$ cat src/rtl/apb_dual_timer.sv
module apb_dual_timer #(
  parameter int ADDR_W = 12
) (
  input  logic              pclk,
  input  logic              presetn,
  input  logic              psel,
  input  logic              penable,
  input  logic              pwrite,
  input  logic [ADDR_W-1:0] paddr,
  input  logic [31:0]       pwdata,
  output logic [31:0]       prdata,
  output logic [1:0]        irq
);
  localparam logic [2:0] A_LOAD = 3'd0, A_VAL = 3'd1, A_CTRL = 3'd2, A_CLR = 3'd3,
                         A_RIS = 3'd4, A_MIS = 3'd5, A_BG = 3'd6;

  logic [31:0] load_q [2];
  logic [31:0] cnt_q  [2];
  logic [7:0]  div_q  [2];
  logic [1:0]  pre_q  [2];
  logic        en_q   [2];
  logic        per_q  [2];
  logic        ie_q   [2];
  logic        wide_q [2];
  logic        os_q   [2];
  logic        ris_q  [2];
  logic [31:0] rd_t   [2];

  wire       wr_stb = psel & penable & pwrite;
  wire       in_map = (paddr[ADDR_W-1:6] == '0);
  wire       t_sel  = paddr[5];
  wire [2:0] r_sel  = paddr[4:2];

  for (genvar g = 0; g < 2; g++) begin : g_tmr
    wire hit    = wr_stb & in_map & (t_sel == g[0]);
    wire w_load = hit & (r_sel == A_LOAD);
    wire w_ctrl = hit & (r_sel == A_CTRL);
    wire w_clr  = hit & (r_sel == A_CLR);
    wire w_bg   = hit & (r_sel == A_BG);

    wire [31:0] vis  = wide_q[g] ? cnt_q[g] : {16'h0, cnt_q[g][15:0]};
    wire        zero = (vis == 32'd0);
    wire        tick = en_q[g] & ((pre_q[g] == 2'd0) |
                                  (pre_q[g] == 2'd1 && div_q[g][3:0] == 4'hF) |
                                  (pre_q[g][1] && div_q[g] == 8'hFF));
    wire        fire = tick & ~w_load & (vis == 32'd1);

    always_ff @(posedge pclk or negedge presetn) begin
      if (!presetn) begin
        load_q[g] <= '0;
        cnt_q[g]  <= '0;
        div_q[g]  <= '0;
        pre_q[g]  <= '0;
        en_q[g]   <= 1'b0;
        per_q[g]  <= 1'b0;
        ie_q[g]   <= 1'b0;
        wide_q[g] <= 1'b0;
        os_q[g]   <= 1'b0;
        ris_q[g]  <= 1'b0;
      end else begin
        if (w_ctrl) begin
          en_q[g]   <= pwdata[7];
          per_q[g]  <= pwdata[6];
          ie_q[g]   <= pwdata[5];
          pre_q[g]  <= pwdata[3:2];
          wide_q[g] <= pwdata[1];
          os_q[g]   <= pwdata[0];
        end
        if (w_load | w_bg) load_q[g] <= pwdata;
        if (w_load | ~en_q[g]) div_q[g] <= '0;
        else                   div_q[g] <= div_q[g] + 8'd1;
        if (w_load)
          cnt_q[g] <= pwdata;
        else if (tick) begin
          if (!zero)          cnt_q[g] <= cnt_q[g] - 32'd1;
          else if (os_q[g])   cnt_q[g] <= cnt_q[g];
          else if (per_q[g])  cnt_q[g] <= load_q[g];
          else if (wide_q[g]) cnt_q[g] <= '1;
          else                cnt_q[g] <= {cnt_q[g][31:16], 16'hFFFF};
        end
        if (fire)       ris_q[g] <= 1'b1;
        else if (w_clr) ris_q[g] <= 1'b0;
      end
    end

    assign irq[g] = ris_q[g] & ie_q[g];

    always_comb begin
      case (r_sel)
        A_LOAD, A_BG: rd_t[g] = load_q[g];
        A_VAL:        rd_t[g] = vis;
        A_CTRL:       rd_t[g] = {24'h0, en_q[g], per_q[g], ie_q[g], 1'b0,
                                 pre_q[g], wide_q[g], os_q[g]};
        A_RIS:        rd_t[g] = {31'h0, ris_q[g]};
        A_MIS:        rd_t[g] = {31'h0, irq[g]};
        default:      rd_t[g] = '0;
      endcase
    end
  end

  assign prdata = (psel & ~pwrite & in_map) ? rd_t[t_sel] : 32'h0;
endmodule

$ cat config.mk
export PLATFORM = sky130hd
export DESIGN_NAME = apb_dual_timer
export DESIGN_NICKNAME = d
export VERILOG_FILES = /design/src/rtl/apb_dual_timer.sv
export SDC_FILE = /design/constraint.sdc
export NUM_CORES = 1
export LEC_CHECK = 0
export BUFFER_PORTS_ARGS = -buffer_cell sky130_fd_sc_hd__buf_2
export CORE_ASPECT_RATIO = 2
export CORE_MARGIN = 2
export CORE_UTILIZATION = 40
export CTS_CLUSTER_DIAMETER = 120
export CTS_CLUSTER_SIZE = 25
export DETAILED_ROUTE_END_ITERATION = 10
export GPL_TIMING_DRIVEN = 0
export PLACE_DENSITY_LB_ADDON = 0.15
export SLEW_MARGIN = 20
export SYNTH_ARGS = -nofsm -noshare
export SYNTH_HDL_FRONTEND = slang
export SYNTH_SLANG_ARGS = --single-unit
$ cat constraint.sdc
create_clock -name pclk -period 5.4 [get_ports pclk]
set_clock_uncertainty 0.2 [all_clocks]
set_input_delay 1.08 -clock pclk [delete_from_list [all_inputs] [get_ports pclk]]
set_output_delay 1.08 -clock pclk [all_outputs]
set_load 0.005 [all_outputs]
== Word-level counts from Yosys, hierarchy flattened ==
Cells that the tools add are included.
Storage, ports and cells
  input bits: 49
  bits in writable memories: 0
  logic and storage cells: 128
  memories: 0
  memory bits (read-only): 0
  latch bits: 0
  register bits after elaboration: 160
  output and inout port bits: 34
Operators by class
  reduce and logical (&&, ||, !) cells: 19
  $lt $le $gt $ge: 1
  bitwise gates (word level): 38
  muxes and demuxes: 26
  eq/ne operators: 18
  shift-type cells: 0
  $mul: 0
  divide/modulo/power cells: 0
  add/subtract/negate cells: 4
Operators by type and width (number)
  $mux W32: 18
  $pmux W32 S5: 2
  $eq A32 B1 Y1 const B: 2
  $logic_not A32 Y1: 2
  $sub A32 B1 Y32 const B: 2
  $and A1 B1 Y1: 23
  $add A8 B1 Y8 const B: 2
  $eq A8 B8 Y1 const B: 2
  $mux W8: 2
  $eq A3 B3 Y1 const B: 3
  $eq A4 B4 Y1 const B: 2
  $ne A4 B4 Y1 const B: 2
  $or A1 B1 Y1: 8
  $reduce_bool A2 Y1: 4
  $eq A3 B2 Y1 const B: 2
  $logic_not A6 Y1: 1
  $ne A3 B3 Y1 const B: 2
  $not A1 Y1: 6
  $reduce_and A3 Y1: 2
  $eq A2 B1 Y1 const B: 2
  $logic_and A1 B1 Y1: 4
  $logic_not A2 Y1: 2
  $mux W1: 4
  $reduce_and A2 Y1: 2
  5 further kinds: 5

== Depth between registers and ports, before layout ==
Gate-level depths: netlist (run 1).
  word-level depth: 9
  depth in mapped cells: 12
  gate-level depth less buffers: 9

== Least setup slack after synthesis (run 1) ==
OpenSTA, ideal clock, no wires.
  path kind: input port to output port
  start: input paddr[2]
  end: output prdata[28]
  path slack: 1.277 ns
  arrival: 2.843 ns
  path buffers: 3
  data required time: 4.120 ns
  stages: 7
  cells stage by stage: clkbuf_1 -> nor3b_1 -> and2_1 -> clkbuf_1 -> clkbuf_1 -> a221oi_1 -> a211oi_1
On the way
  cells in the longest elaborated chain, start to end: 7
  elaborated cells between the ends (all ways): 13
  classes of those cells: eq/ne (5); mux (6); reduce/logical (2)
RTL lines
  from (decl): line 9  | input logic [ADDR_W-1:0] paddr,
  $eq A3 B3 Y1 / $logic_not A3 Y1 (equally long branches): line 89  | case (r_sel)
  $reduce_or A2 Y1: line 89
  $pmux W32 S5: line 89
  $mux W32 (implied by the code) * (3 in series): line 101  | assign prdata = (psel & ~pwrite & in_map) ? rd_t[t_sel] : 32'h0;
  $mux W32 *: line 101
  to (decl): line 11  | output logic [31:0] prdata,
Mark *: on every way between the ends. The rest lies on a longest branch, timed or not. The select of a mux whose other input is x is not followed.

== Final worst setup path (run 1) ==
  start: input paddr[2]
  end: output prdata[14]
The elaborated chain is that of the path after synthesis.

==> qor.txt, run 1 <==
outcome = completed
CTS sink count = 160
post-CTS setup buffers = 0
Critical Path AT = 3810 ps
worst slew pin tran = 1080 ps
die height = 224.6 um
Required @ worst endpoint = 4120 ps
Fin Hold WS = 259.2 ps
Unique masters post-synth = 79
Simple-Gate Fraction of Synth Area = 0.1713
vias = 9445
complex-gate fraction of the synthesized area = 0.2391
Tmin final = 5093 ps
register area share after synthesis = 0.4113
Synth Area in XOR/XNOR = 0.03959
max incr delay on CP = 540 ps
Hold Vio Cnt, Final = 0
Final Cell Area = 11120 sq um
Port Buffers = 78
vias in the first global route = 9361
Post-Syn Area per Cell = 9.488 sq um
Critical path buffers and inverters = 4
Clock transition at path regs = 60 ps
Root Buffer = clkbuf_16
Main synth FF type = dfrtp_1
die footprint = 25680 sq um
Fmax achieved = 0.1963 GHz
post-synthesis mux area share = 0.09344
final worst slack = 306.8 ps
Post-synth EDFFs = 0
chip width = 114.3 um
starting density of the core = 0.4069
CP dominant cell by count = clkbuf_1
Total Routed Length = 38900 um
post-cts resize count = 0
number of diodes = 0
share of the synthesized area in the top cell type = 0.4113
initial antenna violation count = 0
Post-Layout Cell Count = 1423
core area = 23920 sq um
first-pass GRT wire length = 58030 um
1st-pass router iterations = 6
commonest non-fill, non-tap cells in the layout = 160 x dfrtp_1, 88 x nor2_1, 83 x buf_2, 79 x mux2_2, 74 x clkbuf_1
RSZ-0062 raised after global routing = false
startpoint types = primary input
largest net degree at the start of global routing = 95
CP endpoint kind = output port
GRT overflow = 0
leakage power = 4.664 nW
total track usage = 0.3112
Inst Count DP = 1392
CTS max path bufs = 2
top area cells in the synthesized netlist = dfrtp_1 41%, mux2_2 9.1%, nor2_1 3.4%
Post-Syn Area = 9734 sq um
DP HPWL = 29260 um
Mapped Cells = 1026
#FFs+latches synth = 160
Final Cycle Share = 0.9432
nets = 1179
Slew Limit Headroom = 0.2736
Crit-path slowest cell = nor3b_4
Setup violations, final = 0
Max-Cap Viols = 0
# rows = 80
Synth area leader = dfrtp_1
PD cells = 277.5 nW/um^2
DRC = 0
Ys Warns = 0
Post-CTS Hold Fix Bufs = 0
CP max FO = 10
commonest non-fill, non-tap cell in the layout = dfrtp_1
Net Count, Synth = 1081
post-place setup slack = 220.5 ps
crit-path leading delay family = buffers and inverters
CTS tree = built
Starting DRT DRC Count = 863
drt via density = 6.637
post-synthesis adder-cell area fraction = 0.007712
worst hold path class = flip-flop to flip-flop
Critical Path, Cell by Cell = clkbuf_1, nor3b_4, clkbuf_1, buf_1, a22oi_1, a211oi_1, buf_2
wire per inst = 27.34 um
placed instance area = 10530 sq um
ys async rst share = 1.000
cts bufs inserted = 17
layout cells sized above 1 = 0.1910
setup_tns = 0 ps
Peak VDD IR = 0.2250 mV
RD Place Congestion = 0.9778
# H-tree levels = 4
Setup CP Type = primary input to output port
Post-DRT Antenna Nets = 0
main combinational cell family by area after synthesis = compound AO/OA/AOI/OAI gates
final slew viol count = 0
IO Pins = 83
clock latency on the worst-skew pair = 470 ps
area growth from synthesis to layout = 14.25%
==> where the power goes <==
part           leakage, nW  switching, W  internal (W)  total [W]
logic                 2.26      0.000385      0.000183   0.000568
clock network        0.274      0.000526      0.000712    0.00124
registers             2.13     0.0000468       0.00123    0.00128
==> metal layers <==
layer	up-vias	global-route usage	part of all wire
li1	4140	-	-
met1	4642	0.3472	0.35
met2	492	0.5104	0.49
met3	171	0.04608	0.057
met4	0	0.2691	0.10
met5	-	0	0
==> path summary, 6_finish.rpt <==
path / start / endpoint / slack [ps] / cells past startpoint
max in group asynchronous: presetn / load_q[53]$_DFFE_PN0P_ / 3740 / 2
min reg2reg: div_q[8]$_DFF_PN0_ / div_q[8]$_DFF_PN0_ / 260 / 1
max: paddr[2] / prdata[14] / 310 / 7
min in group asynchronous: presetn / cnt_q[9]$_DFFE_PN0P_ / 380 / 1
min: div_q[8]$_DFF_PN0_ / div_q[8]$_DFF_PN0_ / 260 / 1
max reg2reg: cnt_q[32]$_DFFE_PN0P_ / cnt_q[44]$_DFFE_PN0P_ / 1370 / 11
==> Yosys cell counts (13+ instances only) <==
cell,n
xnor2_1,24
a22oi_1,34
dfrtp_1,160
a221o_1,27
or3_1,13
a21oi_1,49
nand2_1,65
a221oi_1,25
xor2_1,20
mux2_2,79
nor2_1,88
nor3_1,47
a211oi_1,37
nand3_1,28
o21ai_0,35
nor4_1,16
nand4_1,14
clkbuf_1,72
==> worst register-to-register path, stage by stage (launching register included) <==
cell	delay, ps
dfrtp_1	480
inv_1	100
ha_1	170
nor3b_1	550
nand3_1	450
nor2_1	320
buf_2	280
nand3_1	360
clkbuf_1	420
o21ai_0	260
nor2_1	60
a221o_1	260
==> through the flow <==
step           utilization  total power (W)
3_3_place_gp        0.4382         0.001845
5_1_grt             0.4649         0.003195
4_1_cts             0.4646         0.003089
6_report            0.4649         0.003086
2_1_floorplan            -         0.001638
3_5_place_dp        0.4403         0.001855
==> cells by family (layout without fill, tap and decap cells) <==
group / count (synthesis) / after routing
flops: 160 / 160
fa+ha+maj: 6 / 6
mux: 81 / 81
xor+xnor: 44 / 44
buf+inv: 94 / 204
simple gates: 330 / 330
compound gates: 311 / 311
==> flip-flops by register name, summed over array words and instances, names as in the netlist <==
register,count
load_q,64
os_q,2
per_q,2
ie_q,2
wide_q,2
ris_q,2
cnt_q,64
en_q,2
div_q,16
pre_q,4
==> final cells by class <==
class,count,area (sq um)
Buffer,83,324.1
Clock buffer,22,474.2
Clock inverter,9,108.9
Fill cell,2382,12800
Inverter,11,41.29
Multi-Input combinational cell,772,5383
Sequential cell,160,4004
Tap cell,287,359.1
Timing Repair Buffer,79,427.9
No activity file was read; power rests on OpenSTA's default activity.
==> run 2, diff against run 1 <==
--- a/config.mk
+++ b/config.mk
@@ -9,6 +9,7 @@
 export CORE_ASPECT_RATIO = 2
 export CORE_MARGIN = 2
 export CORE_UTILIZATION = 40
+export CTS_BUF_LIST = sky130_fd_sc_hd__clkbuf_16
 export CTS_CLUSTER_DIAMETER = 120
 export CTS_CLUSTER_SIZE = 25
 export DETAILED_ROUTE_END_ITERATION = 10
==> constraint.sdc (replaced) <==
create_clock -name pclk -period 5.4 [get_ports pclk]
set_clock_uncertainty 0.2 [all_clocks]
set_input_delay 0.27 -clock pclk [delete_from_list [all_inputs] [get_ports pclk]]
set_output_delay 0.27 -clock pclk [all_outputs]
set_load 0.005 [all_outputs]
==> run 2 against run 1 <==
The flow now finishes with violations (hold timing). Clock power shrank 4%. Cell count is 2.1% higher. Die area unchanged. Sequential power about the same.
==> qor.txt, run 2 (synthesized netlist as in run 1, its figures left out) <==
outcome = finished with violations
failing checks = hold timing
first-pass GRT wire length = 58420 um
cell depth of the worst flop-to-flop path = 11
cts bufs inserted = 17
Peak VDD IR = 0.2287 mV
vias in the first global route = 9454
1st-pass router iterations = 5
die footprint = 25680 sq um
Hold Vio Cnt, Final = 1
hold endpoint = cnt_q[54]$_DFFE_PN0P_
core area = 23920 sq um
Max-Cap Viols = 0
setup_tns = 0 ps
startpoint types = flip-flop
Fin Hold WS = -4.128 ps
CTS max path bufs = 2
# rows = 80
Tmin final = 4050 ps
DRC = 0
worst hold start = pwdata[22]
worst hold path class = primary input to flip-flop
Post-DRT Antenna Nets = 0
RSZ-0062 raised after global routing = false
RD Place Congestion = 0.9778
Total Routed Length = 39180 um
vias = 9552
Root Buffer = clkbuf_16
largest net degree at the start of global routing = 95
layout cells sized above 1 = 0.1837
launch point of the worst reg-to-reg path = cnt_q[32]$_DFFE_PN0P_
GRT overflow = 0
Inst Count DP = 1392
post-cts resize count = 0
Final Cycle Share = 0.7500
Critical Path AT = 4200 ps
wire per inst = 26.97 um
Fmax achieved = 0.2469 GHz
Setup violations, final = 0
clock latency on the worst-skew pair = 470 ps
Slew Limit Headroom = 0.3218
DP HPWL = 29260 um
PD cells = 268.9 nW/um^2
total track usage = 0.3129
Clock transition at path regs = 70 ps
nets = 1208
post-CTS setup buffers = 0
# H-tree levels = 4
Post-Layout Cell Count = 1453
Top Registers = cnt_q x64, load_q x64, div_q x16
Worst R2R End = cnt_q[44]$_DFFE_PN0P_
Setup CP Type = flip-flop to flip-flop
worst slew pin tran = 1008 ps
Starting DRT DRC Count = 879
WHS Path Cells = 2
CTS tree = built
initial antenna violation count = 0
drt via density = 6.574
starting density of the core = 0.4069
CTS sink count = 160
Post-CTS Hold Fix Bufs = 29
commonest non-fill, non-tap cells in the layout = 160 x dfrtp_1, 88 x nor2_1, 83 x buf_2, 79 x mux2_2, 72 x clkbuf_1
commonest non-fill, non-tap cell in the layout = dfrtp_1
CP max FO = 10
CP endpoint kind = flip-flop
die height = 224.6 um
leakage power = 4.774 nW
Port Buffers = 78
Required @ worst endpoint = 5550 ps
final slew viol count = 0
area growth from synthesis to layout = 16.89%
chip width = 114.3 um
fin util = 0.4756
IO Pins = 83
final total power = 0.003060 W
r2r setup slk = 1350 ps
-- run 2: changes by cell type in the layout (fill, tap and decap cells not counted), sizes merged --
cell | previous run | this run
clkbuf | 95 | 90
clkinv | 3 | 6
diode | 0 | 1
dlygate4sd3 | 0 | 29
inv | 11 | 13
-- run 2: cell type report --
type                    instances  area, sq um
diodes                          1        2.502
plain buffers                  83        324.1
clock buffers                  17        425.4
clock inverters                14        127.6
fillers                      2360        12540
inverters                      11        41.29
multi-input cells             772         5376
flip-flops and latches        160         4004
well taps                     287        359.1
repair buffers                108        718.2
-- run 2: power by group --
| part | switching, W | total (W) | internal (W) |
|---|---|---|---|
| clock network | 0.000528 | 0.00119 | 0.000666 |
| logic | 0.000389 | 0.000586 | 0.000196 |
| registers | 0.0000472 | 0.00128 | 0.00123 |
-- run 2: worst max-delay path, cell delays in order, from the launching register on --
cell      delay [ps]
dfrtp_1          490
inv_1            100
ha_1             170
nor3b_1          550
nand3_1          450
nor2_1           320
buf_2            280
nand3_1          360
clkbuf_1         420
o21ai_0          260
nor2_1            60
a221o_1          260
-- run 2: how the worst max path moves through the flow --
| stage | from | to | slack, ps | cells after the start |
|---|---|---|---|---|
| final | cnt_q[32]$_DFFE_PN0P_ | cnt_q[44]$_DFFE_PN0P_ | 1350 | 11 |
| after global routing | cnt_q[32]$_DFFE_PN0P_ | cnt_q[46]$_DFFE_PN0P_ | 1090 | 11 |
| after CTS | cnt_q[32]$_DFFE_PN0P_ | cnt_q[46]$_DFFE_PN0P_ | 1430 | 11 |
| after detailed placement | cnt_q[32]$_DFFE_PN0P_ | cnt_q[46]$_DFFE_PN0P_ | 1430 | 11 |
| after global placement | presetn | cnt_q[53]$_DFFE_PN0P_ | 1190 | 1 |
| after floorplan | cnt_q[0]$_DFFE_PN0P_ | cnt_q[13]$_DFFE_PN0P_ | 2520 | 11 |
-- run 2: routing by layer --
layer / vias up / track usage / share of wire
met1: 4661 / 0.3499 / 0.36
met5: - / 0 / 0
li1: 4204 / - / -
met4: 0 / 0.2710 / 0.10
met3: 163 / 0.04608 / 0.056
met2: 524 / 0.5123 / 0.48
-- run 2: through the flow --
stage / instance area [sq um] / setup WS [ps]
6_report: 11380 / 1350
4_1_cts: 11380 / 1429
2_1_floorplan: 9734 / 2521
3_3_place_gp: 10480 / 1195
3_5_place_dp: 10530 / 1428
5_1_grt: 11380 / 1089
==> run 3, diff against run 2 <==
==> constraint.sdc (replaced) <==
create_clock -name pclk -period 3.5 [get_ports pclk]
set_clock_uncertainty 0.2 [all_clocks]
set_input_delay 0.175 -clock pclk [delete_from_list [all_inputs] [get_ports pclk]]
set_output_delay 0.175 -clock pclk [all_outputs]
set_load 0.005 [all_outputs]
==> run 3 against run 2 <==
The flow now finishes without violations. Cell count rose by 0.76%. Count of clock-buffer cells in the layout is the same. Design area increased by 1.7%. Flip-flop and latch count did not move. Via count is 0.32% higher. Combinational power increased by 59%. Sequential power increased by 55%. Largest power group unchanged. Worst setup slack got worse by 1200 ps. Global-route usage up 0.056 points. Clock power up 55%. Routed wire length hardly changed.
==> qor.txt, run 3 (synthesized netlist as in run 1, its figures left out) <==
Port Buffers = 78
Top Registers = cnt_q x64, load_q x64, div_q x16
max incr delay on CP = 460 ps
r2r setup slk = 150 ps
CP max FO = 10
Critical Path AT = 3480 ps
CP dominant cell by count = clkbuf_1
Tmin final = 3354 ps
Worst R2R End = cnt_q[63]$_DFFE_PN0P_
largest net degree at the start of global routing = 95
1st-pass router iterations = 7
drt via density = 6.546
starting density of the core = 0.4069
Fmax achieved = 0.2981 GHz
proportion of power drawn by combinational gates = 0.196
DP HPWL = 29260 um
wire per inst = 26.77 um
DRC = 0
layout cells sized above 1 = 0.1980
Critical path buffers and inverters = 2
CTS sink count = 160
crit path from = cnt_q[48]$_DFFE_PN0P_
Final Cell Area = 11580 sq um
area growth from synthesis to layout = 18.92%
commonest non-fill, non-tap cell in the layout = dfrtp_1
Final Cycle Share = 0.9584
# H-tree levels = 4
vias in the first global route = 9533
IO Pins = 83
Clock transition at path regs = 60 ps
core area = 23920 sq um
Critical Path, Cell by Cell = nor4_2, nand4b_1, o41ai_4, nand2_1, clkbuf_1, clkbuf_1, o311ai_0, a21oi_1
crit-path leading delay family = compound AO/OA/AOI/OAI gates
Crit-path slowest cell = dfrtp_1
Int Power = 0.003248 W
die footprint = 25680 sq um
final total power = 0.004748 W
Starting DRT DRC Count = 882
worst slew pin tran = 1071 ps
die height = 224.6 um
Post-DRT Antenna Nets = 0
initial antenna violation count = 0
Critical Path End = cnt_q[63]$_DFFE_PN0P_
Max-Cap Viols = 0
worst hold path class = primary input to async pin
CTS max path bufs = 2
Setup violations, final = 0
number of diodes = 0
switch share = 0.3158
Slew Limit Headroom = 0.2804
Root Buffer = clkbuf_16
# rows = 80
launch point of the worst reg-to-reg path = cnt_q[48]$_DFFE_PN0P_
clock power share = 0.388
cts bufs inserted = 17
nets = 1220
fin util = 0.4839
startpoint types = flip-flop
commonest non-fill, non-tap cells in the layout = 160 x dfrtp_1, 87 x nor2_1, 84 x buf_2, 79 x mux2_2, 70 x clkbuf_1
vias = 9583
placed instance area = 10530 sq um
Peak VDD IR = 0.3504 mV
Worst path depth = 8
Seq pwr share = 0.416
chip width = 114.3 um
total track usage = 0.3135
final slew viol count = 0
Hold Vio Cnt, Final = 0
GRT overflow = 0
PD cells = 410.1 nW/um^2
leakage power = 4.842 nW
setup_tns = 0 ps
clock latency on the worst-skew pair = 470 ps
CTS tree = built
post-place setup slack = -472.1 ps
first-pass GRT wire length = 58640 um
Setup CP Type = flip-flop to flip-flop
CP endpoint kind = flip-flop
RD Place Congestion = 0.9778
final worst slack = 145.6 ps
cell depth of the worst flop-to-flop path = 8
Psw = 0.001500 W
Required @ worst endpoint = 3630 ps
Total Routed Length = 39200 um
outcome = completed
run 3: cell count changes in the layout (fill, tap and decap cells not counted), sizes merged:
cell and change:
clkbuf -1, dlygate4sd3 +8, buf +5, diode -1
run 3: final cells by class:
type	instances	area (sq um)
well taps	287	359.1
inverters	11	41.29
clock inverters	14	127.6
flip-flops and latches	160	4004
plain buffers	83	326.6
fillers	2347	12350
multi-input cells	772	5464
clock buffers	17	425.4
repair buffers	120	828.3
run 3: worst min path at each step:
| stage | end | slack [ps] | depth (start not counted) |
|---|---|---|---|
| 2_1_floorplan | cnt_q[0]$_DFFE_PN0P_ | -320 | 0 |
| 3_3_place_gp | div_q[8]$_DFF_PN0_ | 250 | 1 |
| 3_5_place_dp | div_q[3]$_DFF_PN0_ | -30 | 1 |
| 4_1_cts | load_q[8]$_DFFE_PN0P_ | 80 | 2 |
| 5_1_grt | load_q[8]$_DFFE_PN0P_ | 110 | 2 |
| 6_report | div_q[3]$_DFF_PN0_ | 70 | 2 |
run 3: timing repair:
| item | 4_1_cts | 5_1_grt |
|---|---|---|
| buffers inserted | 1 | 3 |
| resized for setup | 7 | 14 |
| hold buffers | 37 | 0 |
| hold endpoints to repair | 200 | 0 |
| pin swaps | 0 | 3 |
| endpoints found under the setup margin | 32 | 55 |
run 3: layer usage:
| layer | part of all wire | GRT usage |
|---|---|---|
| met5 | 0 | 0 |
| met4 | 0.098 | 0.2644 |
| met3 | 0.054 | 0.04554 |
| met2 | 0.49 | 0.5202 |
| met1 | 0.36 | 0.3479 |
run 3: worst register-to-register path: stages (launching register included):
cell	delay (ps)
dfrtp_1	460
nor4_2	420
nand4b_1	270
o41ai_4	460
nand2_1	160
clkbuf_1	330
clkbuf_1	380
o311ai_0	430
a21oi_1	110
run 3: through the flow:
| step | instances | hold slack [ps] |
|---|---|---|
| 6_report | 1464 | 65.42 |
| 5_1_grt | 1464 | 106.5 |
| 4_1_cts | 1461 | 76.85 |
| 3_5_place_dp | 1392 | -27.04 |
| 3_3_place_gp | 1391 | 248.1 |
| 2_1_floorplan | 1026 | -320.6 |
run 3: power by group through the flow:
stage / sequential (W) / clock (W) / combinational (W)
global route: 0.00198 / 0.00193 / 0.000998
floorplan: 0.00198 / 0 / 0.000545
global placement: 0.00201 / 0 / 0.000841
finish: 0.00198 / 0.00184 / 0.000932
detailed placement: 0.00201 / 0 / 0.000856
CTS: 0.00197 / 0.00186 / 0.000899
